<file path="config.mk">
export PLATFORM = sky130hd
export DESIGN_NAME = pfsram_ctrl
export DESIGN_NICKNAME = d
export VERILOG_FILES = /design/src/rtl/pfsram_pkg.sv /design/src/rtl/pfsram_lockout.sv /design/src/rtl/pfsram_seq.sv /design/src/rtl/pfsram_datapath.sv /design/src/rtl/pfsram_ctrl.sv
export SDC_FILE = /design/constraint.sdc
export NUM_CORES = 1
export LEC_CHECK = 0
export ABC_AREA = 1
export BUFFER_PORTS_ARGS = -buffer_cell sky130_fd_sc_hd__buf_2
export CORE_UTILIZATION = 48
export CTS_BUF_LIST = sky130_fd_sc_hd__clkbuf_16
export CTS_CLUSTER_DIAMETER = 150
export DETAILED_ROUTE_END_ITERATION = 6
export PLACE_DENSITY_LB_ADDON = 0.05
export SYNTH_ARGS = -nofsm -noshare
export SYNTH_HDL_FRONTEND = slang
export SYNTH_HIERARCHICAL = 1
export SYNTH_SLANG_ARGS = --single-unit
</file>
<file path="constraint.sdc">
create_clock -name clk -period 1.9 [get_ports clk]
set_input_delay 0.285 -clock clk [delete_from_list [all_inputs] [get_ports clk]]
set_output_delay 0.285 -clock clk [all_outputs]
set_load 0.01 [all_outputs]
</file>
<file path="src/rtl/pfsram_pkg.sv">
package pfsram_pkg;

  typedef enum logic [2:0] {
    ST_IDLE,
    ST_WSETUP,
    ST_WPULSE,
    ST_WHOLD,
    ST_RACCESS
  } seq_state_e;

  typedef struct packed {
    logic ce_n;
    logic we_n;
    logic oe_n;
    logic dq_oe;
  } strobe_t;

  localparam strobe_t STROBE_IDLE = '{ce_n: 1'b1, we_n: 1'b1, oe_n: 1'b1, dq_oe: 1'b0};

  function automatic strobe_t strobes_for(input seq_state_e s);
    strobe_t r;
    r = STROBE_IDLE;
    case (s)
      ST_WSETUP:  r = '{ce_n: 1'b0, we_n: 1'b1, oe_n: 1'b1, dq_oe: 1'b1};
      ST_WPULSE:  r = '{ce_n: 1'b0, we_n: 1'b0, oe_n: 1'b1, dq_oe: 1'b1};
      ST_WHOLD:   r = '{ce_n: 1'b1, we_n: 1'b1, oe_n: 1'b1, dq_oe: 1'b1};
      ST_RACCESS: r = '{ce_n: 1'b0, we_n: 1'b1, oe_n: 1'b0, dq_oe: 1'b0};
      default:    r = STROBE_IDLE;
    endcase
    return r;
  endfunction

endpackage

</file>
<file path="src/rtl/pfsram_lockout.sv">
module pfsram_lockout #(
  parameter int T_RECOVER = 16
) (
  input  logic clk,
  input  logic rst,
  input  logic pwr_good_i,
  output logic access_ok_o
);
  localparam int CW = (T_RECOVER > 1) ? $clog2(T_RECOVER) : 1;
  localparam logic [CW-1:0] LAST = CW'(T_RECOVER - 1);

  logic [CW-1:0] good_cnt_q;
  logic          ok_q;

  always_ff @(posedge clk) begin
    if (rst) begin
      good_cnt_q <= '0;
      ok_q       <= 1'b0;
    end else if (!pwr_good_i) begin
      good_cnt_q <= '0;
      ok_q       <= 1'b0;
    end else if (!ok_q) begin
      if (good_cnt_q == LAST) begin
        ok_q       <= 1'b1;
        good_cnt_q <= '0;
      end else begin
        good_cnt_q <= good_cnt_q + 1'b1;
      end
    end
  end

  assign access_ok_o = ok_q;
endmodule

</file>
<file path="src/rtl/pfsram_seq.sv">
module pfsram_seq
  import pfsram_pkg::*;
#(
  parameter int T_SETUP  = 2,
  parameter int T_WPULSE = 2,
  parameter int T_HOLD   = 2,
  parameter int T_ACCESS = 2
) (
  input  logic    clk,
  input  logic    rst,
  input  logic    pwr_good_i,
  input  logic    access_ok_i,
  input  logic    req_valid_i,
  input  logic    req_wr_i,
  output logic    req_ready_o,
  output logic    accept_o,
  output logic    capture_o,
  output logic    rsp_valid_o,
  output logic    rsp_err_o,
  output strobe_t strobe_o
);
  localparam int MAX_W  = (T_SETUP > T_WPULSE) ? T_SETUP : T_WPULSE;
  localparam int MAX_HA = (T_HOLD > T_ACCESS) ? T_HOLD : T_ACCESS;
  localparam int MAX_T  = (MAX_W > MAX_HA) ? MAX_W : MAX_HA;
  localparam int CW     = (MAX_T > 1) ? $clog2(MAX_T) : 1;

  seq_state_e    state_q, state_d;
  logic [CW-1:0] cnt_q, cnt_d;
  logic          done, abort;
  strobe_t       strobe_q;
  logic          rsp_valid_q, rsp_err_q;

  assign req_ready_o = (state_q == ST_IDLE) && access_ok_i && pwr_good_i;
  assign accept_o    = req_ready_o && req_valid_i;

  always_comb begin
    state_d   = state_q;
    cnt_d     = cnt_q;
    done      = 1'b0;
    abort     = 1'b0;
    capture_o = 1'b0;
    if (state_q == ST_IDLE) begin
      if (accept_o) begin
        state_d = req_wr_i ? ST_WSETUP : ST_RACCESS;
        cnt_d   = req_wr_i ? CW'(T_SETUP - 1) : CW'(T_ACCESS - 1);
      end
    end else if (!pwr_good_i) begin
      state_d = ST_IDLE;
      abort   = 1'b1;
    end else if (cnt_q != '0) begin
      cnt_d = cnt_q - 1'b1;
    end else begin
      case (state_q)
        ST_WSETUP: begin
          state_d = ST_WPULSE;
          cnt_d   = CW'(T_WPULSE - 1);
        end
        ST_WPULSE: begin
          state_d = ST_WHOLD;
          cnt_d   = CW'(T_HOLD - 1);
        end
        ST_WHOLD: begin
          state_d = ST_IDLE;
          done    = 1'b1;
        end
        ST_RACCESS: begin
          state_d   = ST_IDLE;
          done      = 1'b1;
          capture_o = 1'b1;
        end
        default: state_d = ST_IDLE;
      endcase
    end
  end

  always_ff @(posedge clk) begin
    if (rst) begin
      state_q     <= ST_IDLE;
      cnt_q       <= '0;
      strobe_q    <= STROBE_IDLE;
      rsp_valid_q <= 1'b0;
      rsp_err_q   <= 1'b0;
    end else begin
      state_q     <= state_d;
      cnt_q       <= cnt_d;
      strobe_q    <= strobes_for(state_d);
      rsp_valid_q <= done || abort;
      rsp_err_q   <= abort;
    end
  end

  assign strobe_o    = strobe_q;
  assign rsp_valid_o = rsp_valid_q;
  assign rsp_err_o   = rsp_err_q;
endmodule

</file>
<file path="src/rtl/pfsram_datapath.sv">
module pfsram_datapath #(
  parameter int ADDR_W = 21,
  parameter int DATA_W = 8
) (
  input  logic              clk,
  input  logic              rst,
  input  logic              accept_i,
  input  logic              capture_i,
  input  logic [ADDR_W-1:0] req_addr_i,
  input  logic [DATA_W-1:0] req_wdata_i,
  input  logic [DATA_W-1:0] sram_dq_i,
  output logic [ADDR_W-1:0] sram_addr_o,
  output logic [DATA_W-1:0] sram_dq_o,
  output logic [DATA_W-1:0] rsp_rdata_o
);
  logic [ADDR_W-1:0] addr_q;
  logic [DATA_W-1:0] wdata_q, rdata_q;

  always_ff @(posedge clk) begin
    if (rst) begin
      addr_q  <= '0;
      wdata_q <= '0;
      rdata_q <= '0;
    end else begin
      if (accept_i) begin
        addr_q  <= req_addr_i;
        wdata_q <= req_wdata_i;
      end
      if (capture_i) begin
        rdata_q <= sram_dq_i;
      end
    end
  end

  assign sram_addr_o = addr_q;
  assign sram_dq_o   = wdata_q;
  assign rsp_rdata_o = rdata_q;
endmodule

</file>
<file path="src/rtl/pfsram_ctrl.sv">
module pfsram_ctrl
  import pfsram_pkg::*;
#(
  parameter int ADDR_W    = 21,
  parameter int DATA_W    = 8,
  parameter int T_SETUP   = 2,
  parameter int T_WPULSE  = 2,
  parameter int T_HOLD    = 2,
  parameter int T_ACCESS  = 2,
  parameter int T_RECOVER = 16
) (
  input  logic              clk,
  input  logic              rst,
  input  logic              pwr_good_i,
  input  logic              req_valid_i,
  output logic              req_ready_o,
  input  logic              req_wr_i,
  input  logic [ADDR_W-1:0] req_addr_i,
  input  logic [DATA_W-1:0] req_wdata_i,
  output logic              rsp_valid_o,
  output logic              rsp_err_o,
  output logic [DATA_W-1:0] rsp_rdata_o,
  output logic              sram_ce_n_o,
  output logic              sram_we_n_o,
  output logic              sram_oe_n_o,
  output logic [ADDR_W-1:0] sram_addr_o,
  output logic [DATA_W-1:0] sram_dq_o,
  output logic              sram_dq_oe_o,
  input  logic [DATA_W-1:0] sram_dq_i
);
  logic    access_ok;
  logic    accept, capture;
  strobe_t strobe;

  pfsram_lockout #(.T_RECOVER(T_RECOVER)) u_lockout (
    .clk         (clk),
    .rst         (rst),
    .pwr_good_i  (pwr_good_i),
    .access_ok_o (access_ok)
  );

  pfsram_seq #(
    .T_SETUP  (T_SETUP),
    .T_WPULSE (T_WPULSE),
    .T_HOLD   (T_HOLD),
    .T_ACCESS (T_ACCESS)
  ) u_seq (
    .clk         (clk),
    .rst         (rst),
    .pwr_good_i  (pwr_good_i),
    .access_ok_i (access_ok),
    .req_valid_i (req_valid_i),
    .req_wr_i    (req_wr_i),
    .req_ready_o (req_ready_o),
    .accept_o    (accept),
    .capture_o   (capture),
    .rsp_valid_o (rsp_valid_o),
    .rsp_err_o   (rsp_err_o),
    .strobe_o    (strobe)
  );

  pfsram_datapath #(.ADDR_W(ADDR_W), .DATA_W(DATA_W)) u_dp (
    .clk         (clk),
    .rst         (rst),
    .accept_i    (accept),
    .capture_i   (capture),
    .req_addr_i  (req_addr_i),
    .req_wdata_i (req_wdata_i),
    .sram_dq_i   (sram_dq_i),
    .sram_addr_o (sram_addr_o),
    .sram_dq_o   (sram_dq_o),
    .rsp_rdata_o (rsp_rdata_o)
  );

  assign sram_ce_n_o  = strobe.ce_n;
  assign sram_we_n_o  = strobe.we_n;
  assign sram_oe_n_o  = strobe.oe_n;
  assign sram_dq_oe_o = strobe.dq_oe;
endmodule

</file>
* Word-level counts from Yosys, hierarchy flattened
Cells that the tools add are included.
Storage, ports and cells: bits in registers 52, output and inout port bits 44, input port bits 42, word-level logic and storage cells 61
Operators by class: bitwise logic cells 1, reductions and logical operators 10, add/sub/neg operators 2, mux-type cells 25, equality and inequality tests 10
Operators by type and width (count):
- two-way mux 1 bit | 17
- one-hot mux 4 bit (4 select lines) | 1
- two-way mux 3 bit | 5
- equality test 3 x 2 -> 1 bit (second input constant) | 4
- equality test 3 x 1 -> 1 bit (second input constant) | 2
- equality test 3 bit (second input constant) | 2
- OR reduction 2 bit | 3
- adder 4 x 1 -> 4 bit (second input constant) | 1
- equality test 4 bit (second input constant) | 1
- two-way mux 4 bit | 1
- one-hot mux 2 bit (2 select lines) | 1
- logical AND 1 bit | 3
- logical NOT 3 bit | 1
- inequality test 2 bit (second input constant) | 1
- AND reduction 2 bit | 1
- nonzero test 2 bit | 1
- logical OR 1 bit | 1
- NOT 1 bit | 1
- subtractor 1 bit (second input constant) | 1

* Logic depth before layout (Yosys ltp)
depth in word-level cells 8, gate-level depth with buffers 10, depth with buffers taken out 10

* Hierarchy
The synthesis kept the hierarchy.
Modules (own cells, without submodules):
- pfsram_datapath | area each 1501.4 µm², instances 1, sequential area each 740.7 µm², cells each 234
- pfsram_seq | area each 495.5 µm², instances 1, sequential area each 200.2 µm², cells each 62
- pfsram_lockout | area each 239.0 µm², instances 1, sequential area each 100.1 µm², cells each 34

* Worst setup path after synthesis
No wires, ideal clock.
path type register -> register, start register u_seq.state_q[1], end register u_dp.addr_q[10], in the netlist u_dp/sram_addr_o[10], data required time 1836 ps, period minus slack after synthesis 1483 ps, library setup time 64 ps, slack 417 ps, stages on the path, launching flop included 8, path buffers 2, arrival time 1420 ps, cell sequence dfxtp_1 nor2_4 nand2_4 nor3b_1 buf_4 buf_4 nor2_1 nor2_1
On the way: cells in the longest elaborated chain, start to end 4
Ends and longest elaborated chain:
- start, declared | RTL line pfsram_seq.sv:27 | seq_state_e state_q, state_d;
- start signal, assigned | RTL line pfsram_seq.sv:84 | state_q <= state_d;
- logical NOT 3 bit | RTL line pfsram_seq.sv:33 | assign req_ready_o = (state_q == ST_IDLE) && access_ok_i && pwr_good_i;
- logical AND 1 bit (2 in a row) | RTL line pfsram_seq.sv:33
- logical AND 1 bit | RTL line pfsram_seq.sv:34 | assign accept_o = req_ready_o && req_valid_i;
- named net accept | RTL line pfsram_ctrl.sv:32 | logic accept, capture;
- end signal, assigned | RTL line pfsram_datapath.sv:26 | addr_q <= req_addr_i;
- end, declared | RTL line pfsram_datapath.sv:16 | logic [ADDR_W-1:0] addr_q;
The timed path passes the listed nets, and every way through them passes these cells. A chain may end at the register's enable or synchronous reset.

* Worst setup path in the final report
start register u_seq.state_q[1], end register u_dp.addr_q[1], in the netlist u_dp/sram_addr_o[1]
Same word-level chain as after synthesis.

==> out/summary.json <==
{
  "final_cell_area": {"value": 2830, "unit": "sq um"},
  "syn_nets": {"value": 373},
  "final_critical_path_setup_slack": {"value": 427, "unit": "ps"},
  "leakagePower": {"value": 1.53, "unit": "nW"},
  "worst_ep_arrival_time": {"value": 1650, "unit": "ps"},
  "grt_pass1_vias": {"value": 1722},
  "cts_buffer_depth": {"value": 2},
  "synth.top_cells.by_area": {"value": "sky130_fd_sc_hd__dfxtp_1, sky130_fd_sc_hd__nand2_1, sky130_fd_sc_hd__nor2_1"},
  "min-delay-path-class": {"value": "in2reg"},
  "synth_area": {"value": 2240, "unit": "sq um"},
  "detail_route.iter0.violations": {"value": 61},
  "synthTopCellsByCount": {"value": "sky130_fd_sc_hd__nand2_1, sky130_fd_sc_hd__nor2_1, sky130_fd_sc_hd__dfxtp_1, sky130_fd_sc_hd__inv_1, sky130_fd_sc_hd__a21oi_1"},
  "grt_start_max_net_pins": {"value": 42},
  "final.min_clock_period": {"value": 1470, "unit": "ps"},
  "die_x": {"value": 70.3, "unit": "um"},
  "clock_tree.htree_level_count": {"value": 2},
  "clock_power_share": {"value": 40.7, "unit": "%"},
  "crit_type": {"value": "reg2reg"},
  "number_of_antenna_violations_at_the_first_check_in_global_routing": {"value": 0},
  "synth_cells": {"value": 330},
  "async_set_or_reset_flop_fraction_in_the_synthesized_netlist": {"value": 0, "unit": "%"},
  "clock-sinks": {"value": 52},
  "cts_tree": {"value": "yes"},
  "clk_root_buffer_cell": {"value": "sky130_fd_sc_hd__clkbuf_16"},
  "final_total_negative_setup_slack": {"value": 0, "unit": "ps"},
  "final-setup-viol-count": {"value": 0},
  "total_net_switching_power": {"value": 413, "unit": "uW"},
  "finish.utilization": {"value": 64.2, "unit": "%"},
  "floorplan.rows": {"value": 24},
  "final_cell_count_no_fill": {"value": 465},
  "start_kind": {"value": "register"},
  "placedInstanceArea": {"value": 2700, "unit": "sq um"},
  "finalClockSkew": {"value": 2.52, "unit": "ps"},
  "route.vias.total": {"value": 2054},
  "final_hold_viol_count": {"value": 0},
  "postCtsSetupRepairBufs": {"value": 0},
  "post_synthesis_sequential_element_count": {"value": 52},
  "drv.max_cap_violation_count": {"value": 0},
  "cts_hold_buf": {"value": 0},
  "total_die_area": {"value": 4940, "unit": "sq um"},
  "power.density": {"value": 716, "unit": "nW/um^2"},
  "finalCritPeriodShare": {"value": 77.5, "unit": "%"},
  "place_ws": {"value": 425, "unit": "ps"},
  "die_h": {"value": 70.3, "unit": "um"},
  "fillerInstances": {"value": 430},
  "crit_path_max_fanout": {"value": 18},
  "worst_ep_required_time": {"value": 2080, "unit": "ps"},
  "worst_hold_slack": {"value": 283, "unit": "ps"},
  "power.share.switching": {"value": 20.4, "unit": "%"},
  "synth_top_flop_cell": {"value": "sky130_fd_sc_hd__dfxtp_1"},
  "synth_enable_flop_cells": {"value": 0},
  "final-max-slew-violation-count": {"value": 0},
  "grt_pass1_wl": {"value": 7.14, "unit": "mm"},
  "post-synth-top-count-cell": {"value": "sky130_fd_sc_hd__nand2_1"},
  "worst_slew_margin_rel": {"value": 60.1, "unit": "%"},
  "ant_nets": {"value": 0},
  "worst_skew_pair.late_latency": {"value": 280, "unit": "ps"},
  "numCtsBuffers": {"value": 5},
  "yosysSeqAreaShare": {"value": 46.6, "unit": "%"},
  "gpl.final_weighted_congestion": {"value": 0.763},
  "viasPerCell": {"value": 4.42},
  "drt-pass1-iter-count": {"value": 4},
  "transition_at_the_pin_with_the_smallest_max_transition_slack": {"value": 598, "unit": "ps"},
  "worstSetupEndpointType": {"value": "register"},
  "layout-drive-gt1-share": {"value": 26.2, "unit": "%"},
  "int_pwr": {"value": 1.62, "unit": "mW"},
  "core-area": {"value": 4410, "unit": "sq um"},
  "grt_util_all_layers": {"value": 18.0, "unit": "%"},
  "post-place-cells": {"value": 458},
  "portBuffers": {"value": 85},
  "ys_warn_count": {"value": 6},
  "clk_transition_reported_paths": {"value": 60, "unit": "ps"},
  "start_util": {"value": 50.7, "unit": "%"},
  "flow.area_growth_from_synthesis": {"value": 26.7, "unit": "%"},
  "floorplan.io_pins": {"value": 86},
  "power.sequential.fraction": {"value": 53.9, "unit": "%"},
  "grt-ovfl-total": {"value": 0},
  "comb_power_share": {"value": 5.3, "unit": "%"},
  "post-dp-hpwl": {"value": 3.12, "unit": "mm"},
  "run_status": {"value": "completed"},
  "max-vdd-ir-drop": {"value": 466, "unit": "uV"},
  "routed_wire_length": {"value": 4.36, "unit": "mm"},
  "layout.nets": {"value": 456},
  "synth.lib_cells_used.distinct": {"value": 26},
  "n_antenna_cell": {"value": 0},
  "wire_per_inst": {"value": 9.37, "unit": "um"},
  "synth_top_area_cell": {"value": "sky130_fd_sc_hd__dfxtp_1"},
  "post-synth-top-area-fraction": {"value": 46.6, "unit": "%"},
  "synth.avg_cell_area": {"value": 6.78, "unit": "sq um"},
  "total_power": {"value": 2.03, "unit": "mW"},
  "remaining_drc_errors": {"value": 0},
  "clock.fmax": {"value": 679, "unit": "MHz"},
  "rsz0062_at_grt": {"value": "false"},
  "post_cts_resize_count": {"value": 0}
}
## sequential cells by signal, summed over array words and instances (netlist names)
| register | count |
|---|---|
| u_lockout/access_ok_o | 1 |
| u_seq/rsp_valid_o | 1 |
| u_dp/sram_addr_o | 21 |
| u_seq/cnt_q | 1 |
| u_seq/rsp_err_o | 1 |
| u_seq/state_q | 3 |
| u_seq/strobe_o | 4 |
| u_dp/rsp_rdata_o | 8 |
| u_dp/sram_dq_o | 8 |
| u_lockout/good_cnt_q | 4 |
## power groups by stage
stage	Sequential [mW]	Clock [mW]	Combinational, mW
floorplan	1.12	0	0.0565
global placement	1.12	0	0.108
detailed placement	1.12	0	0.109
CTS	1.09	0.859	0.110
global route	1.09	0.898	0.124
finish	1.09	0.826	0.108
## worst max-delay path, cell delays in order, from the launching register on
cell and delay (ps):
sky130_fd_sc_hd__dfxtp_1 350, sky130_fd_sc_hd__nor2_4 170, sky130_fd_sc_hd__nand2_4 110, sky130_fd_sc_hd__nor3b_2 280, sky130_fd_sc_hd__buf_4 270, sky130_fd_sc_hd__nand2_1 80
sky130_fd_sc_hd__nand2_1 60, sky130_fd_sc_hd__nor2_1 40
## final cells by class
class	instances	area, sq um	area share (%)
inverters	51	191	6.76
clock buffers	5	125	4.42
repair buffers	88	460	16.3
flip-flops and latches	52	1040	36.7
clock inverters	2	8.76	0.309
well taps	52	65.1	2.30
multi-input cells	215	941	33.2
## cells by family after synthesis
family / after synthesis / synth area share (%)
compound gates: 13 / 3.58
flops: 52 / 46.6
fa+ha+maj: 1 / 0.560
simple gates: 201 / 37.7
buf+inv: 63 / 11.6
## routing by layer
metal | share of wire, % | wire, um | up-vias | track usage [%]
met1 | 48 | 2100 | 866 | 22.7
li1 | - | - | 1125 | -
met5 | 0 | 0 | - | 0
met2 | 45 | 1940 | 56 | 29.3
met3 | 5.1 | 222 | 7 | 3.90
met4 | 2.0 | 85 | 0 | 8.00
## path summary, 6_finish.rpt
kind	from	end	slack [ps]	cells past startpoint
setup / recovery	u_seq/state_q[1]$_SDFF_PP0_	u_dp/sram_addr_o[1]$_SDFFE_PP0P_	430	7
hold / removal	req_addr_i[10]	u_dp/sram_addr_o[10]$_SDFFE_PP0P_	280	5
hold reg to reg	u_dp/sram_addr_o[17]$_SDFFE_PP0P_	u_dp/sram_addr_o[17]$_SDFFE_PP0P_	470	2
setup reg to reg	u_seq/state_q[1]$_SDFF_PP0_	u_dp/sram_addr_o[1]$_SDFFE_PP0P_	430	7
## cells in the final DEF, fill, tap and decap left out, types with 2 or more instances in the layout
cell / n
sky130_fd_sc_hd__clkbuf_16: 5
sky130_fd_sc_hd__inv_1: 50
sky130_fd_sc_hd__inv_2: 2
sky130_fd_sc_hd__buf_2: 85
sky130_fd_sc_hd__nand2_1: 96
sky130_fd_sc_hd__nand2_4: 2
sky130_fd_sc_hd__a21oi_1: 10
sky130_fd_sc_hd__nor2_1: 85
sky130_fd_sc_hd__dfxtp_1: 52
sky130_fd_sc_hd__buf_4: 2
sky130_fd_sc_hd__nand3_1: 7
Note: power is estimated with default switching activity, not from simulation.
